--- src/rtl/lts_pkg.sv ---
package lts_pkg;

    // Field widths of the outgoing link word.
    localparam int LK_DATA_W = 32;
    localparam int LK_DIR_W  = 4;
    localparam int LK_W      = LK_DATA_W + LK_DIR_W + 3;

    // Packed link word; the bit layout is relied on by the downstream side.
    typedef struct packed {
        logic [LK_DIR_W-1:0]  dir;
        logic                 last;
        logic                 vld;
        logic                 cbit;
        logic [LK_DATA_W-1:0] data;
    } link_word_t;

endpackage

--- src/rtl/lts_next_pick.sv ---
// lts_next_pick
// Finds the lowest non-skipped channel above the current token position.
// When none exists, it points back at channel 0 and flags the wrap.
// Assumes: purely combinational; bit 0 of the skip mask is never consulted.
module lts_next_pick #(
    parameter int NUM_CH = 16,
    localparam int IDX_W = $clog2(NUM_CH)
) (
    input  logic [IDX_W-1:0]  cur,
    input  logic [NUM_CH-1:0] skip,
    output logic [IDX_W-1:0]  nxt,
    output logic              wrap
);

    // Downward scan so that the lowest qualifying index wins.
    always_comb begin
        nxt  = '0;
        wrap = 1'b1;
        for (int j = NUM_CH - 1; j >= 1; j--) begin
            if ((j > int'(cur)) && !skip[j]) begin
                nxt  = IDX_W'(j);
                wrap = 1'b0;
            end
        end
    end

endmodule

--- src/rtl/lts_token_ctrl.sv ---
// lts_token_ctrl
// Holds the token position. It advances when a block-end word is taken and
// is forced back to channel 0 when the global enable is low.
// Assumes: nxt was computed from the current token and the skip mask.
module lts_token_ctrl #(
    parameter int NUM_CH = 16,
    localparam int IDX_W = $clog2(NUM_CH)
) (
    input  logic             clk,
    input  logic             rst_n,
    input  logic             tok_en,
    input  logic             pop,
    input  logic             pop_last,
    input  logic [IDX_W-1:0] nxt,
    output logic [IDX_W-1:0] tok
);

    // Token register: park, advance on block end, or stay.
    always_ff @(posedge clk) begin
        if (!rst_n) begin
            tok <= '0;
        end else if (!tok_en) begin
            tok <= '0;
        end else if (pop && pop_last) begin
            tok <= nxt;
        end
    end

    AST_TOKEN_PARK: assert property (@(posedge clk) disable iff (!rst_n)
        !tok_en |=> (tok == '0));

    AST_TOKEN_ASCEND: assert property (@(posedge clk) disable iff (!rst_n)
        (tok_en && pop && pop_last) |=> ((tok == '0) || (tok > $past(tok))));

    AST_TOKEN_STAY: assert property (@(posedge clk) disable iff (!rst_n)
        (tok_en && !(pop && pop_last)) |=> $stable(tok));

endmodule

--- src/rtl/lts_src_mux.sv ---
// lts_src_mux
// Decodes the token into per-channel ready signals. It selects the granted
// channel's word and stamps it with that channel's destination field.
// Assumes: grant already folds in the enable and the output-stage space.
module lts_src_mux #(
    parameter int NUM_CH = 16,
    localparam int IDX_W = $clog2(NUM_CH),
    localparam int DW    = lts_pkg::LK_DATA_W,
    localparam int DIRW  = lts_pkg::LK_DIR_W
) (
    input  logic [IDX_W-1:0]       tok,
    input  logic                   grant,
    input  logic [NUM_CH-1:0]      src_valid,
    input  logic [NUM_CH*DW-1:0]   src_data,
    input  logic [NUM_CH-1:0]      src_cbit,
    input  logic [NUM_CH-1:0]      src_last,
    input  logic [NUM_CH*DIRW-1:0] dir_cfg,
    output logic [NUM_CH-1:0]      src_ready,
    output lts_pkg::link_word_t    sel_word,
    output logic                   pop
);

    // One ready line per channel, high only at the token position.
    for (genvar ch = 0; ch < NUM_CH; ch++) begin : g_rdy
        assign src_ready[ch] = grant && (tok == IDX_W'(ch));
    end

    // Assemble the candidate link word from the token channel.
    always_comb begin
        sel_word.data = src_data[tok*DW +: DW];
        sel_word.cbit = src_cbit[tok];
        sel_word.vld  = 1'b1;
        sel_word.last = src_last[tok];
        sel_word.dir  = dir_cfg[tok*DIRW +: DIRW];
    end

    // A word leaves its source when granted and present.
    assign pop = grant && src_valid[tok];

endmodule

--- src/rtl/lts_out_stage.sv ---
// lts_out_stage
// Single link output register. A valid word is frozen while hold is high,
// and a new word may load only when the register is empty or is draining.
// Assumes: take is only raised while load_ok is high.
module lts_out_stage (
    input  logic                clk,
    input  logic                rst_n,
    input  logic                hold,
    input  logic                take,
    input  lts_pkg::link_word_t in_word,
    output logic                load_ok,
    output lts_pkg::link_word_t out_word
);

    // Space exists when nothing is held on the link.
    assign load_ok = !out_word.vld || !hold;

    // Output register: load a taken word, or clear when it drains.
    always_ff @(posedge clk) begin
        if (!rst_n) begin
            out_word <= '0;
        end else if (load_ok) begin
            out_word <= take ? in_word : '0;
        end
    end

    AST_HOLD_STABLE: assert property (@(posedge clk) disable iff (!rst_n)
        (out_word.vld && hold) |=> $stable(out_word));

    AST_NO_OVERWRITE: assert property (@(posedge clk) disable iff (!rst_n)
        take |-> load_ok);

endmodule

--- src/rtl/link_token_seq.sv ---
// link_token_seq
// Token-ordered readout of NUM_CH ready/valid sources onto one link word.
// Channel 0 opens every event. Masked channels above 0 are passed over. Each
// word carries its channel's configured destination bits. Downstream hold
// freezes the registered link word.
// Assumes: skip_mask and dir_cfg are static while traffic flows.
module link_token_seq #(
    parameter int NUM_CH = 16,
    localparam int IDX_W = $clog2(NUM_CH),
    localparam int DW    = lts_pkg::LK_DATA_W,
    localparam int DIRW  = lts_pkg::LK_DIR_W,
    localparam int LW    = lts_pkg::LK_W
) (
    input  logic                   clk,
    input  logic                   rst_n,
    input  logic                   tok_en,
    input  logic                   hold,
    input  logic [NUM_CH-1:0]      skip_mask,
    input  logic [NUM_CH*DIRW-1:0] dir_cfg,
    input  logic [NUM_CH-1:0]      src_valid,
    output logic [NUM_CH-1:0]      src_ready,
    input  logic [NUM_CH*DW-1:0]   src_data,
    input  logic [NUM_CH-1:0]      src_cbit,
    input  logic [NUM_CH-1:0]      src_last,
    output logic [LW-1:0]          link_word
);

    logic [IDX_W-1:0]    tok;
    logic [IDX_W-1:0]    nxt;
    logic                wrap;
    logic                load_ok;
    logic                grant;
    logic                pop;
    lts_pkg::link_word_t sel_word;
    lts_pkg::link_word_t out_word;

    // Sources may be served only when enabled and the link stage has room.
    assign grant = tok_en && load_ok;

    lts_next_pick #(.NUM_CH(NUM_CH)) u_pick (
        .cur  (tok),
        .skip (skip_mask),
        .nxt  (nxt),
        .wrap (wrap)
    );

    lts_token_ctrl #(.NUM_CH(NUM_CH)) u_tok (
        .clk      (clk),
        .rst_n    (rst_n),
        .tok_en   (tok_en),
        .pop      (pop),
        .pop_last (sel_word.last),
        .nxt      (nxt),
        .tok      (tok)
    );

    lts_src_mux #(.NUM_CH(NUM_CH)) u_mux (
        .tok       (tok),
        .grant     (grant),
        .src_valid (src_valid),
        .src_data  (src_data),
        .src_cbit  (src_cbit),
        .src_last  (src_last),
        .dir_cfg   (dir_cfg),
        .src_ready (src_ready),
        .sel_word  (sel_word),
        .pop       (pop)
    );

    lts_out_stage u_out (
        .clk      (clk),
        .rst_n    (rst_n),
        .hold     (hold),
        .take     (pop),
        .in_word  (sel_word),
        .load_ok  (load_ok),
        .out_word (out_word)
    );

    assign link_word = out_word;

    AST_READY_ONEHOT: assert property (@(posedge clk) disable iff (!rst_n)
        $onehot0(src_ready));

    AST_SKIP_NEVER_READY: assert property (@(posedge clk) disable iff (!rst_n)
        ((src_ready & skip_mask) >> 1) == '0);

    AST_HOLD_NO_READY: assert property (@(posedge clk) disable iff (!rst_n)
        (out_word.vld && hold) |-> (src_ready == '0));

    AST_RETURN_HOME: assert property (@(posedge clk) disable iff (!rst_n)
        (tok_en && pop && sel_word.last && wrap) |=> (tok == '0));

    AST_DISABLED_NO_LOAD: assert property (@(posedge clk) disable iff (!rst_n)
        !tok_en |=> !out_word.vld || $stable(out_word) || !$past(out_word.vld));

endmodule

--- config.mk ---
export PLATFORM = sky130hd
export DESIGN_NAME = link_token_seq
export DESIGN_NICKNAME = d
export VERILOG_FILES = /design/src/rtl/lts_pkg.sv /design/src/rtl/lts_next_pick.sv /design/src/rtl/lts_token_ctrl.sv /design/src/rtl/lts_src_mux.sv /design/src/rtl/lts_out_stage.sv /design/src/rtl/link_token_seq.sv
export SDC_FILE = /design/constraint.sdc
export NUM_CORES = 1
export LEC_CHECK = 0
export ABC_AREA = 1
export BUFFER_PORTS_ARGS = -buffer_cell sky130_fd_sc_hd__buf_2
export CORE_AREA = 2 2 269 271
export CTS_BUF_LIST = sky130_fd_sc_hd__clkbuf_4 sky130_fd_sc_hd__clkbuf_8
export DETAILED_ROUTE_END_ITERATION = 10
export DIE_AREA = 0 0 271 273
export PLACE_DENSITY = 0.31
export SYNTH_ARGS = -nofsm -noshare
export SYNTH_HDL_FRONTEND = slang
export SYNTH_SLANG_ARGS = --single-unit
--- constraint.sdc ---
create_clock -name clk -period 3 [get_ports clk]
set_input_delay 0.45 -clock clk [delete_from_list [all_inputs] [get_ports clk]]
set_output_delay 0.45 -clock clk [all_outputs]
set_load 0.005 [all_outputs]
==> flow_metrics.tcl, run 1 <==
set metrics [dict create \
    reg2reg_depth 8 \
    cts_tree "built" \
    path_buf_inv 5 \
    syn2layout_area_growth_pct 89.7 \
    yosys.cell_count.top_type "o22ai_1" \
    p_leak_nw 4.60 \
    crit_start "u_tok.tok[1]$_SDFFE_PN0P_" \
    setup_tns_ns 0 \
    p_total_mw 2.01 \
    worstSetupStartpointType "register" \
    timing.rr.start "u_tok.tok[1]$_SDFFE_PN0P_" \
    max_stage_delay_ns 0.46 \
    path_depth 8 \
    hpwl_um 49800 \
    fmax_mhz 377 \
    synth_top_area_share 0.347 \
    grt_overflow 0 \
    ir_drop_mv 0.128 \
    cts_setup_buffers 0 \
    syn_nets 1548 \
    nets 2201 \
    worstPathCellList "nor2_2 -> inv_6 -> buf_12 -> buf_4 -> nor2_1 -> inv_1 -> nor2_1 -> buf_2" \
    first_iter_violations 686 \
    synth.avg_cell_area_sq_um 6.03 \
    worst_skew_pair.late_latency_ns 0.33 \
    grt_pass1_wl_um 78700 \
    rsz0062_at_grt "no" \
    die_h_um 273 \
    cp.required_ns 2.55 \
    synth_common_cells "303 x o22ai_1, 150 x o21ai_0, 93 x nand2_1" \
    crit_path_end_kind "primary output" \
    clock_skew_ns 0.00981 \
    synth_cell_types 28 \
    drc 0 \
    clkSinkCount 43 \
    worstHoldPathType "in2reg" \
    setup_viol 0 \
    layout_min_cycle_time_ns 2.65 \
    fp.dieArea_sq_um 74000 \
    grt_max_degree 88 \
    cts_buffer_depth 2 \
    rows 98 \
    synth_seq_cells 43 \
    vias_per_cell 4.03 \
    cts-hold-fix-buffers 0 \
    synthTopCellsByArea "o22ai_1 35%, dfxtp_1 16%, o21ai_0 14%, nand2_1 6.4%, buf_2 5.5%" \
    slew_headroom 0.401 \
    async_flop_share 0 \
    drive_above_1_share 0.496 \
    ctsResizeCount 0 \
    first_pass_iters 5 \
    synth_top_cell_by_area "o22ai_1" \
    timing.rr.end "u_out.out_word[10]$_SDFFE_PN0N_" \
    wire_per_inst_um 23.6 \
    start_util 0.0768 \
    ant_nets 0 \
    yosysWarnings 0 \
    dr_total_vias 10139 \
    critPathMaxFanout 40 \
    n_fill_cell 8409 \
    crit_path_end "src_ready[9]" \
    grt_pass1_vias 10226 \
    slew_viol_final 0 \
    cpLargestDelayFamily "buffers and inverters" \
    coreArea_sq_um 71000 \
    tightest_slew_ns 0.898 \
    arrival_ns 2.20 \
    cpMostUsedCell "nor2_1" \
    crit_type "reg2out" \
    synth_edf_count 0 \
    multiInputGateArea_sq_um 4060 \
    power.density_nw_per_um2 194 \
    regToRegSetupSlack_ns 0.36 \
    die_w_um 271 \
    h-tree-depth 2 \
    cap_violations 0 \
    register_area_sq_um 861 \
    crit_path_top_delay_cell "dfxtp_1" \
    wl_um 59300 \
    synth_ff_type "dfxtp_1" \
    cts.clk_slew.worst_paths_ns 0.10 \
    track_usage 0.150 \
    io-pin-count 699 \
    hold_viol_final 0 \
    finalCritPeriodShare 0.883 \
    port_buffers 697 \
    dpl-instance-area_sq_um 10200 \
    numCtsBuffers 5 \
    status "finished clean" \
    syn-instance-count 904 \
    place.gp.congestion 0.968 \
    ctsRootBufferMaster "clkbuf_8" \
    syn_area_sq_um 5460 \
    final_area_sq_um 10300 \
    antenna_found_initial 26 \
    ys_seq_area_frac 0.158 \
]
through the flow:
step | utilization | hold WS, ns | setup WS (ns) | instances
final | 0.146 | 0.413 | 0.351 | 2519
after global routing | 0.146 | 0.383 | 0.0315 | 2518
after CTS | 0.145 | 0.369 | 0.182 | 2506
after detailed placement | 0.144 | 0.455 | 0.230 | 2500
after global placement | 0.144 | 0.451 | 0.270 | 2500
after floorplan | - | 0.462 | 1.17 | 904
metal layers:
metal | vias up | wire, um | GRT usage
met1 | 4772 | 27700 | 0.209
met4 | 4 | 812 | 0.0394
met2 | 497 | 27500 | 0.238
li1 | 4837 | - | -
met5 | - | 26 | 0
met3 | 29 | 3260 | 0.0239
registers in the layout (all words and copies together), names as in the netlist:
signal          cells
u_out.out_word     39
u_tok.tok           4
worst min-delay path by stage:
stage / from / end / slack (ns) / cells past startpoint
after floorplan: u_out.out_word[0]$_SDFFE_PN0N_ / u_out.out_word[0]$_SDFFE_PN0N_ / 0.46 / 2
after global placement: u_out.out_word[8]$_SDFFE_PN0N_ / u_out.out_word[8]$_SDFFE_PN0N_ / 0.45 / 2
after detailed placement: u_out.out_word[38]$_SDFFE_PN0N_ / u_out.out_word[38]$_SDFFE_PN0N_ / 0.45 / 2
after CTS: tok_en / u_tok.tok[0]$_SDFFE_PN0P_ / 0.37 / 3
after global routing: tok_en / u_tok.tok[0]$_SDFFE_PN0P_ / 0.38 / 3
final: tok_en / u_tok.tok[2]$_SDFFE_PN0P_ / 0.41 / 3
logic make-up after synthesis:
family	Yosys count	synth area share
flip-flops	43	0.158
buffers and inverters	130	0.107
AND/OR/NAND/NOR	216	0.188
AO/OA/AOI/OAI	515	0.547
report_power, final:
| group | internal (mW) | leakage (nW) | switching [mW] |
|---|---|---|---|
| sequential | 0.592 | 0.350 | 0.0130 |
| combinational | 0.495 | 4.21 | 0.494 |
| clock | 0.166 | 0.0406 | 0.248 |
| total | 1.25 | 4.60 | 0.755 |
final cells by class:
type | instances | share of cell area
clock buffers | 6 | 0.00738
well taps | 950 | 0.115
inverters | 30 | 0.0118
multi-input cells | 731 | 0.392
repair buffers | 746 | 0.387
flip-flops and latches | 43 | 0.0832
diodes | 13 | 0.00314
worst reg2reg max path, cell delays in order (launching register included):
cell and delay [ns]:
dfxtp_1 0.62, nor2_2 0.19, inv_6 0.31, buf_4 0.44, o22ai_1 0.11, o21ai_0 0.15, nand3_1 0.21, nand3b_1 0.35
a21oi_1 0.18
cell usage in the layout, fill, tap and decap left out:
cell type and instances:
o31ai_1 1, nand3_1 39, buf_12 12, nor3_1 9, nand2_1 92, o21ai_1 4
nor2_1 25, inv_2 6, o22ai_1 303, nand3_2 1, a31oi_1 2, buf_4 37
and3_1 16, nand2_4 1, buf_2 697, nand2_8 1, or2_2 2, nand4_1 1
diode_2 13, inv_6 2, nand3b_1 22, nand4_2 1, a22oi_1 8, o21bai_1 2
clkbuf_8 5, nor2_2 2, nor2_4 4, a21oi_1 45, o21ai_0 150, dfxtp_1 43
clkbuf_4 1, inv_1 22
Power figures use the tool's default switching activity.
==> run 2: changes to the inputs <==
Settings changed: ABC_AREA 1 to not set, CORE_AREA 2 2 269 271 to 2 2 275 277, DIE_AREA 0 0 271 273 to 0 0 277 279, PLACE_DENSITY 0.31 to 0.32.
==> flow_metrics.tcl, run 2 <==
set metrics [dict create \
    status "finished clean" \
    setup_tns_ns 0 \
    hold_viol_final 0 \
    tightest_slew_ns 0.687 \
    critPathMaxFanout 17 \
    yosys.cell_count.top_type "mux4_2" \
    slew_viol_final 0 \
    register_area_sq_um 876 \
    worstSetupStartpointType "register" \
    yosysWarnings 0 \
    ctsResizeCount 0 \
    crit_path_top_delay_cell "dfxtp_4" \
    ir_drop_mv 0.119 \
    timing.rr.end "u_tok.tok[1]$_SDFFE_PN0P_" \
    synth.avg_cell_area_sq_um 14.3 \
    synth_top_family_by_area "multiplexers" \
    grt_pass1_wl_um 65300 \
    min_from "hold" \
    fin_ws_ns 0.461 \
    regToRegSetupSlack_ns 0.46 \
    crit_type "reg2reg" \
    grt_max_degree 83 \
    reg2reg_depth 7 \
    h-tree-depth 2 \
    final_common_cell "buf_2" \
    place.gp.congestion 0.901 \
    io-pin-count 699 \
    synth_ff_type "dfxtp_1" \
    cts-hold-fix-buffers 0 \
    nets 1777 \
    n_fill_cell 8448 \
    cts_setup_buffers 0 \
    vias_per_cell 3.75 \
    muxShareOfSynthArea 0.672 \
    synthAdderAreaFrac 0 \
    p_sw_frac 0.334 \
    place_ws_ns 0.400 \
    track_usage 0.119 \
    wire_per_inst_um 22.4 \
    die_h_um 279 \
    regMostFlops "u_out.out_word" \
    synth_top_area_share 0.663 \
    max_stage_delay_ns 0.61 \
    ant_nets 0 \
    antenna_found_initial 23 \
    ctsRootBufferMaster "clkbuf_8" \
    p_comb_frac 0.478 \
    final_area_sq_um 11500 \
    clkSinkCount 43 \
    pwr-share-seq 0.280 \
    fp.dieArea_sq_um 77300 \
    cap_violations 0 \
    multiInputGateArea_sq_um 5390 \
    slew_headroom 0.542 \
    synth_common_cells "193 x mux4_2, 43 x dfxtp_1, 37 x a32o_1" \
    largestRegisters "u_out.out_word: 39 flops, u_tok.tok: 4 flops" \
    cp.required_ns 3.23 \
    fmax_mhz 394 \
    ys_seq_area_frac 0.131 \
    synth_edf_count 0 \
    worstHoldPathType "in2reg" \
    holdPathEnd "u_out.out_word[33]$_SDFFE_PN0N_" \
    synth_top_cell_by_area "mux4_2" \
    synth_compound_area_frac 0.102 \
    synth_seq_cells 43 \
    rows 100 \
    crit_path_end_kind "register" \
    syn2layout_area_growth_pct 74.8 \
    wl_um 47400 \
    numCtsBuffers 5 \
    utilization 0.155 \
    mostFrequentLayoutCells "697 x buf_2, 193 x mux4_2, 39 x dfxtp_1, 37 x a32o_1, 33 x buf_4" \
    clock_skew_ns 0.0233 \
    async_flop_share 0 \
    die_w_um 277 \
    cts.clk_slew.worst_paths_ns 0.10 \
    grt_overflow 0 \
    grt_pass1_vias 8957 \
    largest_reg_flops 39 \
    syn_area_sq_um 6560 \
    layout_min_cycle_time_ns 2.54 \
    dpl-instance-area_sq_um 11300 \
    cpMostUsedCell "buf_4" \
    first_pass_iters 4 \
    synthXorXnorAreaFrac 0 \
    synthTopCellsByArea "mux4_2 66%, dfxtp_1 13%, a32o_1 5.6%, buf_2 1.6%, nor2_1 1.5%" \
    setup_viol 0 \
    drc 0 \
    p_int_mw 1.45 \
    cts_buffer_depth 2 \
    worst_skew_pair.late_latency_ns 0.38 \
    hpwl_um 41100 \
    power.density_nw_per_um2 189 \
    syn-instance-count 458 \
    first_iter_violations 404 \
    power_switching_mw 0.724 \
    port_buffers 697 \
    drive_above_1_share 0.833 \
    timing.rr.start "u_tok.tok[0]$_SDFFE_PN0P_" \
    cts_tree "built" \
    syn_nets 1102 \
    p_clk_frac 0.242 \
    coreArea_sq_um 74100 \
    p_leak_nw 4.72 \
    worstPathCellList "buf_4 -> mux4_2 -> mux2i_1 -> o32ai_1 -> buf_4 -> and3_1 -> nor4_1" \
    finalCritPeriodShare 0.846 \
    synth_simple_gate_area_frac 0.0483 \
    synth_cell_types 45 \
    rsz0062_at_grt "no" \
    arrival_ns 2.77 \
    hold-path-cell-count 3 \
    start_util 0.0885 \
    dr_total_vias 7924 \
]
run 2: cell count changes in the layout (fill, tap and decap cells not counted), sizes merged, moves of 7 or more:
| cell | before | now |
|---|---|---|
| and3 | 16 | 2 |
| mux4 | 0 | 193 |
| o21ai | 154 | 9 |
| a32o | 0 | 37 |
| nand2 | 94 | 9 |
| a21oi | 45 | 12 |
| a22oi | 8 | 1 |
| nand3b | 22 | 0 |
| inv | 30 | 3 |
| nand3 | 40 | 4 |
| o22ai | 303 | 1 |
| buf | 746 | 735 |
run 2: power groups by stage:
stage | clock network, mW | registers, mW | logic [mW]
after floorplan | 0 | 0.618 | 0.431
after global placement | 0 | 0.621 | 1.04
after detailed placement | 0 | 0.621 | 1.05
after CTS | 0.611 | 0.608 | 1.05
after global routing | 0.607 | 0.612 | 1.12
final | 0.526 | 0.607 | 1.04
run 2: how the worst max path moves through the flow:
| stage | from | end | slack (ns) |
|---|---|---|---|
| after floorplan | u_tok.tok[0]$_SDFFE_PN0P_ | u_out.out_word[0]$_SDFFE_PN0N_ | 0.63 |
| after global placement | u_tok.tok[0]$_SDFFE_PN0P_ | u_tok.tok[1]$_SDFFE_PN0P_ | 0.38 |
| after detailed placement | u_tok.tok[0]$_SDFFE_PN0P_ | u_tok.tok[1]$_SDFFE_PN0P_ | 0.40 |
| after CTS | u_tok.tok[0]$_SDFFE_PN0P_ | u_tok.tok[1]$_SDFFE_PN0P_ | 0.38 |
| after global routing | u_tok.tok[0]$_SDFFE_PN0P_ | u_tok.tok[1]$_SDFFE_PN0P_ | 0.32 |
| final | u_tok.tok[0]$_SDFFE_PN0P_ | u_tok.tok[1]$_SDFFE_PN0P_ | 0.46 |
run 2: area by class of cell:
cell class / count / area share
inverter: 3 / 0.000983
multi-input combinational: 345 / 0.471
antenna: 11 / 0.00240
sequential: 43 / 0.0764
tap: 969 / 0.106
clock buffer: 8 / 0.00906
timing repair buffer: 735 / 0.335
run 2: per-stage QoR:
step	instances	hold slack, ns	power [mW]
floorplan	458	0.466	1.05
global placement	2095	0.447	1.66
detailed placement	2095	0.449	1.67
CTS	2103	0.401	2.27
global route	2110	0.455	2.34
finish	2114	0.467	2.17
run 2: logic make-up (layout without fill, tap and decap cells):
family          Yosys count  after routing
buf+inv                  70            746
compound gates           82             82
flops                    43             43
simple gates             64             64
mux                     199            199
other cells               0             11
run 2: critical path, delay by kind of cell (launching register included):
kind	cells	cell delay, ns
buffers and inverters	2	0.48
DFF	1	0.61
AOI/OAI and AO/OA	1	0.12
and+or+nand+nor	2	0.46
muxes	2	0.73
run 2: metal layers:
metal	track usage	share of wire	wire length (um)	vias to the layer above
met5	0	0.0016	76	-
met4	0.0365	0.021	1010	12
met3	0.0370	0.071	3380	49
met2	0.204	0.50	23700	408
met1	0.140	0.41	19200	3984
li1	-	-	-	3471
